===== config.mk =====
export PLATFORM = sky130hd
export DESIGN_NAME = dual_gran_fifo
export DESIGN_NICKNAME = d
export VERILOG_FILES = /design/src/rtl/dgf_pkg.sv /design/src/rtl/dgf_check_fsm.sv /design/src/rtl/dgf_release_acct.sv /design/src/rtl/dgf_store.sv /design/src/rtl/dual_gran_fifo.sv
export SDC_FILE = /design/constraint.sdc
export NUM_CORES = 2
export LEC_CHECK = 0
export BUFFER_PORTS_ARGS = -buffer_cell sky130_fd_sc_hd__buf_2
export CORE_MARGIN = 2
export CORE_UTILIZATION = 30
export DETAILED_ROUTE_END_ITERATION = 8
export PLACE_DENSITY_LB_ADDON = 0.12
export SLEW_MARGIN = 20
export SYNTH_ARGS = -nofsm -noshare
export SYNTH_HDL_FRONTEND = slang
export SYNTH_SLANG_ARGS = --single-unit

===== constraint.sdc =====
create_clock -name clk -period 9 [get_ports clk]
set_input_delay 0.45 -clock clk [delete_from_list [all_inputs] [get_ports clk]]
set_output_delay 0.45 -clock clk [all_outputs]
set_load 0.01 [all_outputs]

===== src/rtl/dgf_pkg.sv =====
package dgf_pkg;

    typedef enum logic {
        GR_ROW   = 1'b0,
        GR_BLOCK = 1'b1
    } gran_e;

    typedef enum logic [1:0] {
        CK_IDLE  = 2'd0,
        CK_WAIT  = 2'd1,
        CK_GRANT = 2'd2
    } ck_state_e;

    function automatic int unit_tokens(gran_e g, int row_tok, int blk_tok);
        return (g == GR_ROW) ? row_tok : blk_tok;
    endfunction

endpackage


===== src/rtl/dgf_check_fsm.sv =====
module dgf_check_fsm
    import dgf_pkg::*;
#(
    parameter int CNT_W  = 9,
    parameter int TOKENS = 64
) (
    input  logic             clk,
    input  logic             rst_n,
    input  logic             req,
    input  logic [CNT_W-1:0] avail,
    input  logic             take,
    output logic             gnt,
    output logic             has_credit
);

    localparam logic [CNT_W:0] TOK_X = (CNT_W+1)'(TOKENS);

    ck_state_e        state_q, state_d;
    logic [CNT_W-1:0] resv_q;
    logic             fits;
    logic             grant_ev;

    assign fits     = {1'b0, avail} >= ({1'b0, resv_q} + TOK_X);
    assign grant_ev = (state_q == CK_WAIT) && fits;

    always_ff @(posedge clk or negedge rst_n) begin
        if (!rst_n) begin
            state_q <= CK_IDLE;
        end else begin
            state_q <= state_d;
        end
    end

    always_comb begin
        state_d = state_q;
        unique case (state_q)
            CK_IDLE:  state_d = req ? CK_WAIT : CK_IDLE;
            CK_WAIT:  state_d = fits ? CK_GRANT : CK_WAIT;
            CK_GRANT: state_d = CK_IDLE;
            default:  state_d = CK_IDLE;
        endcase
    end

    always_comb begin
        gnt        = (state_q == CK_GRANT);
        has_credit = (resv_q != '0);
    end

    always_ff @(posedge clk or negedge rst_n) begin
        if (!rst_n) begin
            resv_q <= '0;
        end else begin
            resv_q <= resv_q + (grant_ev ? TOK_X[CNT_W-1:0] : '0)
                              - CNT_W'(take && has_credit);
        end
    end

    // grant is a single-cycle pulse
    a_r2_gnt_pulse: assert property (@(posedge clk) disable iff (!rst_n)
        gnt |=> !gnt);

    // reserved credit never exceeds what is available
    a_r5_resv_within_avail: assert property (@(posedge clk) disable iff (!rst_n)
        resv_q <= avail);

endmodule


===== src/rtl/dgf_release_acct.sv =====
module dgf_release_acct #(
    parameter int CNT_W  = 9,
    parameter int TOKENS = 8
) (
    input  logic clk,
    input  logic rst_n,
    input  logic take,
    input  logic sig,
    output logic commit,
    output logic err
);

    localparam logic [CNT_W-1:0] TOK_W = CNT_W'(TOKENS);

    logic [CNT_W-1:0] pend_q;
    logic             err_q;

    assign commit = sig && (pend_q >= TOK_W);
    assign err    = err_q;

    always_ff @(posedge clk or negedge rst_n) begin
        if (!rst_n) begin
            pend_q <= '0;
            err_q  <= 1'b0;
        end else begin
            pend_q <= pend_q + CNT_W'(take) - (commit ? TOK_W : '0);
            if (sig && !commit) begin
                err_q <= 1'b1;
            end
        end
    end

    // error flag never clears once set
    a_r8_err_sticky: assert property (@(posedge clk) disable iff (!rst_n)
        err |=> err);

    // an under-covered signal pulse always raises the flag
    a_r8_short_signal_flags: assert property (@(posedge clk) disable iff (!rst_n)
        (sig && (pend_q < TOK_W)) |=> err);

endmodule


===== src/rtl/dgf_store.sv =====
module dgf_store #(
    parameter int DATA_W = 16,
    parameter int DEPTH  = 256
) (
    input  logic              clk,
    input  logic              rst_n,
    input  logic              wr_en,
    input  logic [DATA_W-1:0] wr_data,
    input  logic              rd_en,
    output logic [DATA_W-1:0] rd_data
);

    localparam int AW = (DEPTH > 1) ? $clog2(DEPTH) : 1;
    localparam logic [AW-1:0] LAST = AW'(DEPTH - 1);

    logic [DATA_W-1:0] mem [DEPTH];
    logic [AW-1:0]     wptr_q, rptr_q;

    always_ff @(posedge clk) begin
        if (wr_en) begin
            mem[wptr_q] <= wr_data;
        end
    end

    always_ff @(posedge clk or negedge rst_n) begin
        if (!rst_n) begin
            wptr_q <= '0;
            rptr_q <= '0;
        end else begin
            if (wr_en) begin
                wptr_q <= (wptr_q == LAST) ? '0 : wptr_q + 1'b1;
            end
            if (rd_en) begin
                rptr_q <= (rptr_q == LAST) ? '0 : rptr_q + 1'b1;
            end
        end
    end

    assign rd_data = mem[rptr_q];

    // a free slot and a committed slot never coincide
    a_r10_slots_distinct: assert property (@(posedge clk) disable iff (!rst_n)
        (wr_en && rd_en) |-> (wptr_q != rptr_q));

endmodule


===== src/rtl/dual_gran_fifo.sv =====
module dual_gran_fifo
    import dgf_pkg::*;
#(
    parameter int    DATA_W     = 16,
    parameter int    DEPTH      = 256,
    parameter int    ROW_TOK    = 8,
    parameter int    BLOCK_TOK  = 64,
    parameter gran_e PRD_CHECK  = GR_BLOCK,
    parameter gran_e PRD_SIGNAL = GR_ROW,
    parameter gran_e CNS_CHECK  = GR_ROW,
    parameter gran_e CNS_SIGNAL = GR_BLOCK
) (
    input  logic              clk,
    input  logic              rst_n,
    input  logic              prd_chk_req,
    output logic              prd_chk_gnt,
    input  logic              prd_wr_valid,
    output logic              prd_wr_ready,
    input  logic [DATA_W-1:0] prd_wr_data,
    input  logic              prd_sig_data,
    output logic              prd_err,
    input  logic              cns_chk_req,
    output logic              cns_chk_gnt,
    output logic              cns_rd_valid,
    input  logic              cns_rd_ready,
    output logic [DATA_W-1:0] cns_rd_data,
    input  logic              cns_sig_room,
    output logic              cns_err
);

    localparam int CNT_W = $clog2(DEPTH + 1);
    localparam int P_CHK = unit_tokens(PRD_CHECK,  ROW_TOK, BLOCK_TOK);
    localparam int P_SIG = unit_tokens(PRD_SIGNAL, ROW_TOK, BLOCK_TOK);
    localparam int C_CHK = unit_tokens(CNS_CHECK,  ROW_TOK, BLOCK_TOK);
    localparam int C_SIG = unit_tokens(CNS_SIGNAL, ROW_TOK, BLOCK_TOK);
    localparam logic [CNT_W-1:0] P_SIG_W = CNT_W'(P_SIG);
    localparam logic [CNT_W-1:0] C_SIG_W = CNT_W'(C_SIG);
    localparam logic [CNT_W:0]   DEPTH_X = (CNT_W+1)'(DEPTH);

    logic [CNT_W-1:0] free_cnt, data_cnt;
    logic             wr_fire, rd_fire;
    logic             data_commit, room_commit;

    assign wr_fire = prd_wr_valid && prd_wr_ready;
    assign rd_fire = cns_rd_ready && cns_rd_valid;

    dgf_check_fsm #(.CNT_W(CNT_W), .TOKENS(P_CHK)) u_prd_chk (
        .clk        (clk),
        .rst_n      (rst_n),
        .req        (prd_chk_req),
        .avail      (free_cnt),
        .take       (prd_wr_valid),
        .gnt        (prd_chk_gnt),
        .has_credit (prd_wr_ready)
    );

    dgf_check_fsm #(.CNT_W(CNT_W), .TOKENS(C_CHK)) u_cns_chk (
        .clk        (clk),
        .rst_n      (rst_n),
        .req        (cns_chk_req),
        .avail      (data_cnt),
        .take       (cns_rd_ready),
        .gnt        (cns_chk_gnt),
        .has_credit (cns_rd_valid)
    );

    dgf_release_acct #(.CNT_W(CNT_W), .TOKENS(P_SIG)) u_prd_pub (
        .clk    (clk),
        .rst_n  (rst_n),
        .take   (wr_fire),
        .sig    (prd_sig_data),
        .commit (data_commit),
        .err    (prd_err)
    );

    dgf_release_acct #(.CNT_W(CNT_W), .TOKENS(C_SIG)) u_cns_rel (
        .clk    (clk),
        .rst_n  (rst_n),
        .take   (rd_fire),
        .sig    (cns_sig_room),
        .commit (room_commit),
        .err    (cns_err)
    );

    dgf_store #(.DATA_W(DATA_W), .DEPTH(DEPTH)) u_store (
        .clk     (clk),
        .rst_n   (rst_n),
        .wr_en   (wr_fire),
        .wr_data (prd_wr_data),
        .rd_en   (rd_fire),
        .rd_data (cns_rd_data)
    );

    always_ff @(posedge clk or negedge rst_n) begin
        if (!rst_n) begin
            free_cnt <= CNT_W'(DEPTH);
            data_cnt <= '0;
        end else begin
            free_cnt <= free_cnt + (room_commit ? C_SIG_W : '0) - CNT_W'(wr_fire);
            data_cnt <= data_cnt + (data_commit ? P_SIG_W : '0) - CNT_W'(rd_fire);
        end
    end

    // free room and committed data together never exceed capacity
    a_r7_capacity: assert property (@(posedge clk) disable iff (!rst_n)
        ({1'b0, free_cnt} + {1'b0, data_cnt}) <= DEPTH_X);

    // read credit implies committed data is present
    a_r6_valid_has_data: assert property (@(posedge clk) disable iff (!rst_n)
        cns_rd_valid |-> (data_cnt != '0));

    // write credit implies a free slot exists
    a_r3_ready_has_room: assert property (@(posedge clk) disable iff (!rst_n)
        prd_wr_ready |-> (free_cnt != '0));

    // a write never immediately raises the committed count by itself
    a_r4_no_silent_publish: assert property (@(posedge clk) disable iff (!rst_n)
        (!data_commit) |=> (data_cnt <= $past(data_cnt)));

endmodule


==> run summary <==
First-pass DRT Iterations: 5
Detail Route Antenna Nets: 0
Die Area: 0.545 sq mm
Sw Ratio: 32.7%
Sequential fraction of the synthesis area: 77.2%
Synth async-reset ratio: 1.82%
Core area: 0.537 sq mm
Slowest CP cell: nor4_1
HPWL Detailed: 322,000 um
Synthesized flop and latch total: 4,172
P_sw: 17,800 uW
Status: complete, no violations
Pint: 36,700 uW
Largest net degree at the start of global routing: 153
Unrepaired setup endpoints after global routing: no
Critical Path RT: 8.55 ns
Final slew viol count: 0
Pleak: 0.0586 uW
CP Cell Sequence: buf_12, buf_12, mux2i_1, a21oi_1, a32oi_1, o221ai_1, nor4_1, or3_1, o211ai_1, buf_2
Max Cap Viol: 0
Post-synth top flop: edfxtp_1
Reg clk slew, reported paths: 0.06 ns
Final Hold Fails: 0
Synth area leader: edfxtp_1
Clock share of power: 33.7%
Initial antenna violation count: 50
Clock tree from TritonCTS: built
Hold WC Path Type: in2reg
Final-stage net count: 8,071
Max Fanout on Critical Path: 75
Initial Util: 30.1%
Distinct cell type count of the synthesized netlist: 76
Critical path endpoint category: output pin
Synthesized area per cell: 21.8 sq um
Via count: 80,700
Setup TNS Final: 0 ns
Synth Instances: 7,418
Worst r2r path cells: 11
Maximum clock path buffer count: 4
Worst-margin pin slew: 1.24 ns
CTS Sinks: 4,172
Placed cell area: 0.173 sq mm
Wirelength per Cell: 34.7 um
Boundary Pins: 46
Largest cells by area after synthesis: edfxtp_1 76%, mux4_2 13%, mux2i_1 1.4%, dfrtp_1 1.2%, ha_1 0.79%
Initial drt markers: 9,446
Final instance area: 0.188 sq mm
Worst Path Arrival: 6.46 ns
PortBufs: 45
Yosys top cell area share: 76.0%
Crit share post-route: 76.8%
Fillers: 49,800
Worst setup SP type: register
Die Y: 738 um
Most frequent CP cell: buf_12
Max Clock Skew: 0.103 ns
WL final: 538,000 um
Die X: 738 um
Vias in the first global route: 82,400
# rows: 269
Synth warn: 0
Total gr overflow: 0
GR Util All Layers: 19.3%
CTS buffer count: 455
VDD IR max: 0.203 mV
Power per cell area: 290 mW/mm^2
Area Growth Syn to Fin: 16.2%
DRC: 0
Post-Synthesis Cell Area: 0.162 sq mm
Worst path max stage delay: 0.99 ns
Comb pwr share: 25.9%
WHS: 0.0857 ns
Layout cells sized above 1: 28.0%
Final setup viols: 0
Min cycle time layout: 6.91 ns
Post-synth EDFFs: 4,096
DR vias/cell: 5.20
CTS root buf: clkbuf_16
Syn nets: 7,548
H-tree depth: 5
Crit Path Class: reg2out
First-pass GRT wire length: 730,000 um
GPL Wtd Cong: 0.808
Sequential power share: 40.4%
Fmax: 0.145 GHz
Latest clock arrival within the worst-skew pair: 1.04 ns
Worst Hold Depth: 5
Slew HR: 17.4%
-- cell usage in the layout (no fill, tap or decap), types with 112 or more instances in the layout --
cell	synthesis	routed
a22oi_1	159	159
clkinv_1	2	116
a21oi_1	145	142
nor2_2	0	151
buf_4	52	384
mux2i_1	232	231
mux4_2	966	966
clkbuf_16	0	456
nor2_1	317	112
edfxtp_1	4096	4096
-- synth_stat cells (75+ instances only) --
library cell / instances
dfrtp_1: 75
buf_2: 96
clkbuf_1: 182
nor2_1: 317
mux2i_1: 232
a221oi_1: 111
ha_1: 102
edfxtp_1: 4096
a21oi_1: 145
nand2_1: 124
mux4_2: 966
a22oi_1: 159
inv_1: 83
o21ai_0: 88
-- worst paths after layout --
check	startpoint	endpoint	slack [ns]
min in group asynchronous	rst_n	u_prd_chk.state_q[1]$_DFF_PN0_	0.52
min	cns_rd_ready	u_store.rptr_q[0]$_DFFE_PN0P_	0.09
max	u_store.rptr_q[1]$_DFFE_PN0P_	cns_rd_data[1]	2.09
max in group asynchronous	rst_n	u_cns_rel.pend_q[7]$_DFF_PN0_	7.63
min reg2reg	u_prd_chk.state_q[1]$_DFF_PN0_	u_prd_chk.state_q[0]$_DFF_PN0_	0.46
max reg2reg	u_prd_chk.resv_q[6]$_DFF_PN0_	u_store.mem[61][1]$_DFFE_PP_	3.90
-- through the flow --
step / setup WS [ns] / instances / power, uW / utilization, %
detailed placement: 3.17 / 14600 / 36700 / 32.3
global placement: 2.32 / 14600 / 36600 / 32.2
CTS: 2.01 / 15500 / 55100 / 35.0
floorplan: 5.96 / 7418 / 29500 / -
global route: 1.90 / 15500 / 56300 / 35.0
finish: 2.09 / 15500 / 54500 / 35.0
-- final cells by class --
class | instances | area [sq um] | area share [%]
clock buffer | 573 | 11900 | 6.35
clock inverter | 268 | 2530 | 1.35
tap | 7181 | 8980 | 4.78
sequential | 4172 | 125000 | 66.4
multi-input combinational | 2739 | 35100 | 18.7
inverter | 86 | 330 | 0.176
timing repair buffer | 487 | 4200 | 2.23
antenna | 11 | 27.5 | 0.0146
-- worst max-delay path: cells and delay by family (launching register included) --
| family | cells | cell delay (ns) |
|---|---|---|
| compound gates | 4 | 1.42 |
| flops | 1 | 0.87 |
| mux | 1 | 0.43 |
| buf+inv | 3 | 1.11 |
| simple gates | 2 | 1.40 |
-- kinds of logic after synthesis --
family | Yosys count | share of synthesized area, %
AOI/OAI and AO/OA | 785 | 3.44
xor gates and xnor gates | 51 | 0.276
adders and majority gates | 106 | 0.838
buffers and inverters | 507 | 1.69
DFF | 4172 | 77.2
muxes | 1211 | 15.0
and+or+nand+nor | 586 | 1.55
-- flip-flops by register name, indices dropped and copies added (netlist names) --
signal and cells:
data_cnt 9, free_cnt 9, u_cns_chk.resv_q 9, u_cns_chk.state_q 2
u_cns_rel.err 1, u_cns_rel.pend_q 9, u_prd_chk.resv_q 9, u_prd_chk.state_q 2
u_prd_pub.err 1, u_prd_pub.pend_q 9, u_store.mem 4096, u_store.rptr_q 8
u_store.wptr_q 8
-- power groups by stage --
stage               Sequential [uW]  Clock (uW)  Combinational, uW
global placement              22400           0              14200
floorplan                     22200           0               7280
detailed placement            22500           0              14200
CTS                           22000       18800              14300
global route                  22100       19500              14700
finish                        22000       18300              14100
-- repair_timing --
action,in CTS,in global routing
endpoints found under the setup margin,0,0
buffers inserted,0,0
endpoints found under the hold margin,587,0
gates resized for setup,0,0
hold buffers,23,0
-- per-layer routing --
layer,share of wire (%),global-route usage (%),vias to the layer above
met1,45,28.0,44800
met5,0.0067,0,-
met4,2.9,5.12,6
met2,46,30.5,2738
li1,-,-,32400
met3,5.6,2.73,647
Power figures use the tool's default switching activity.
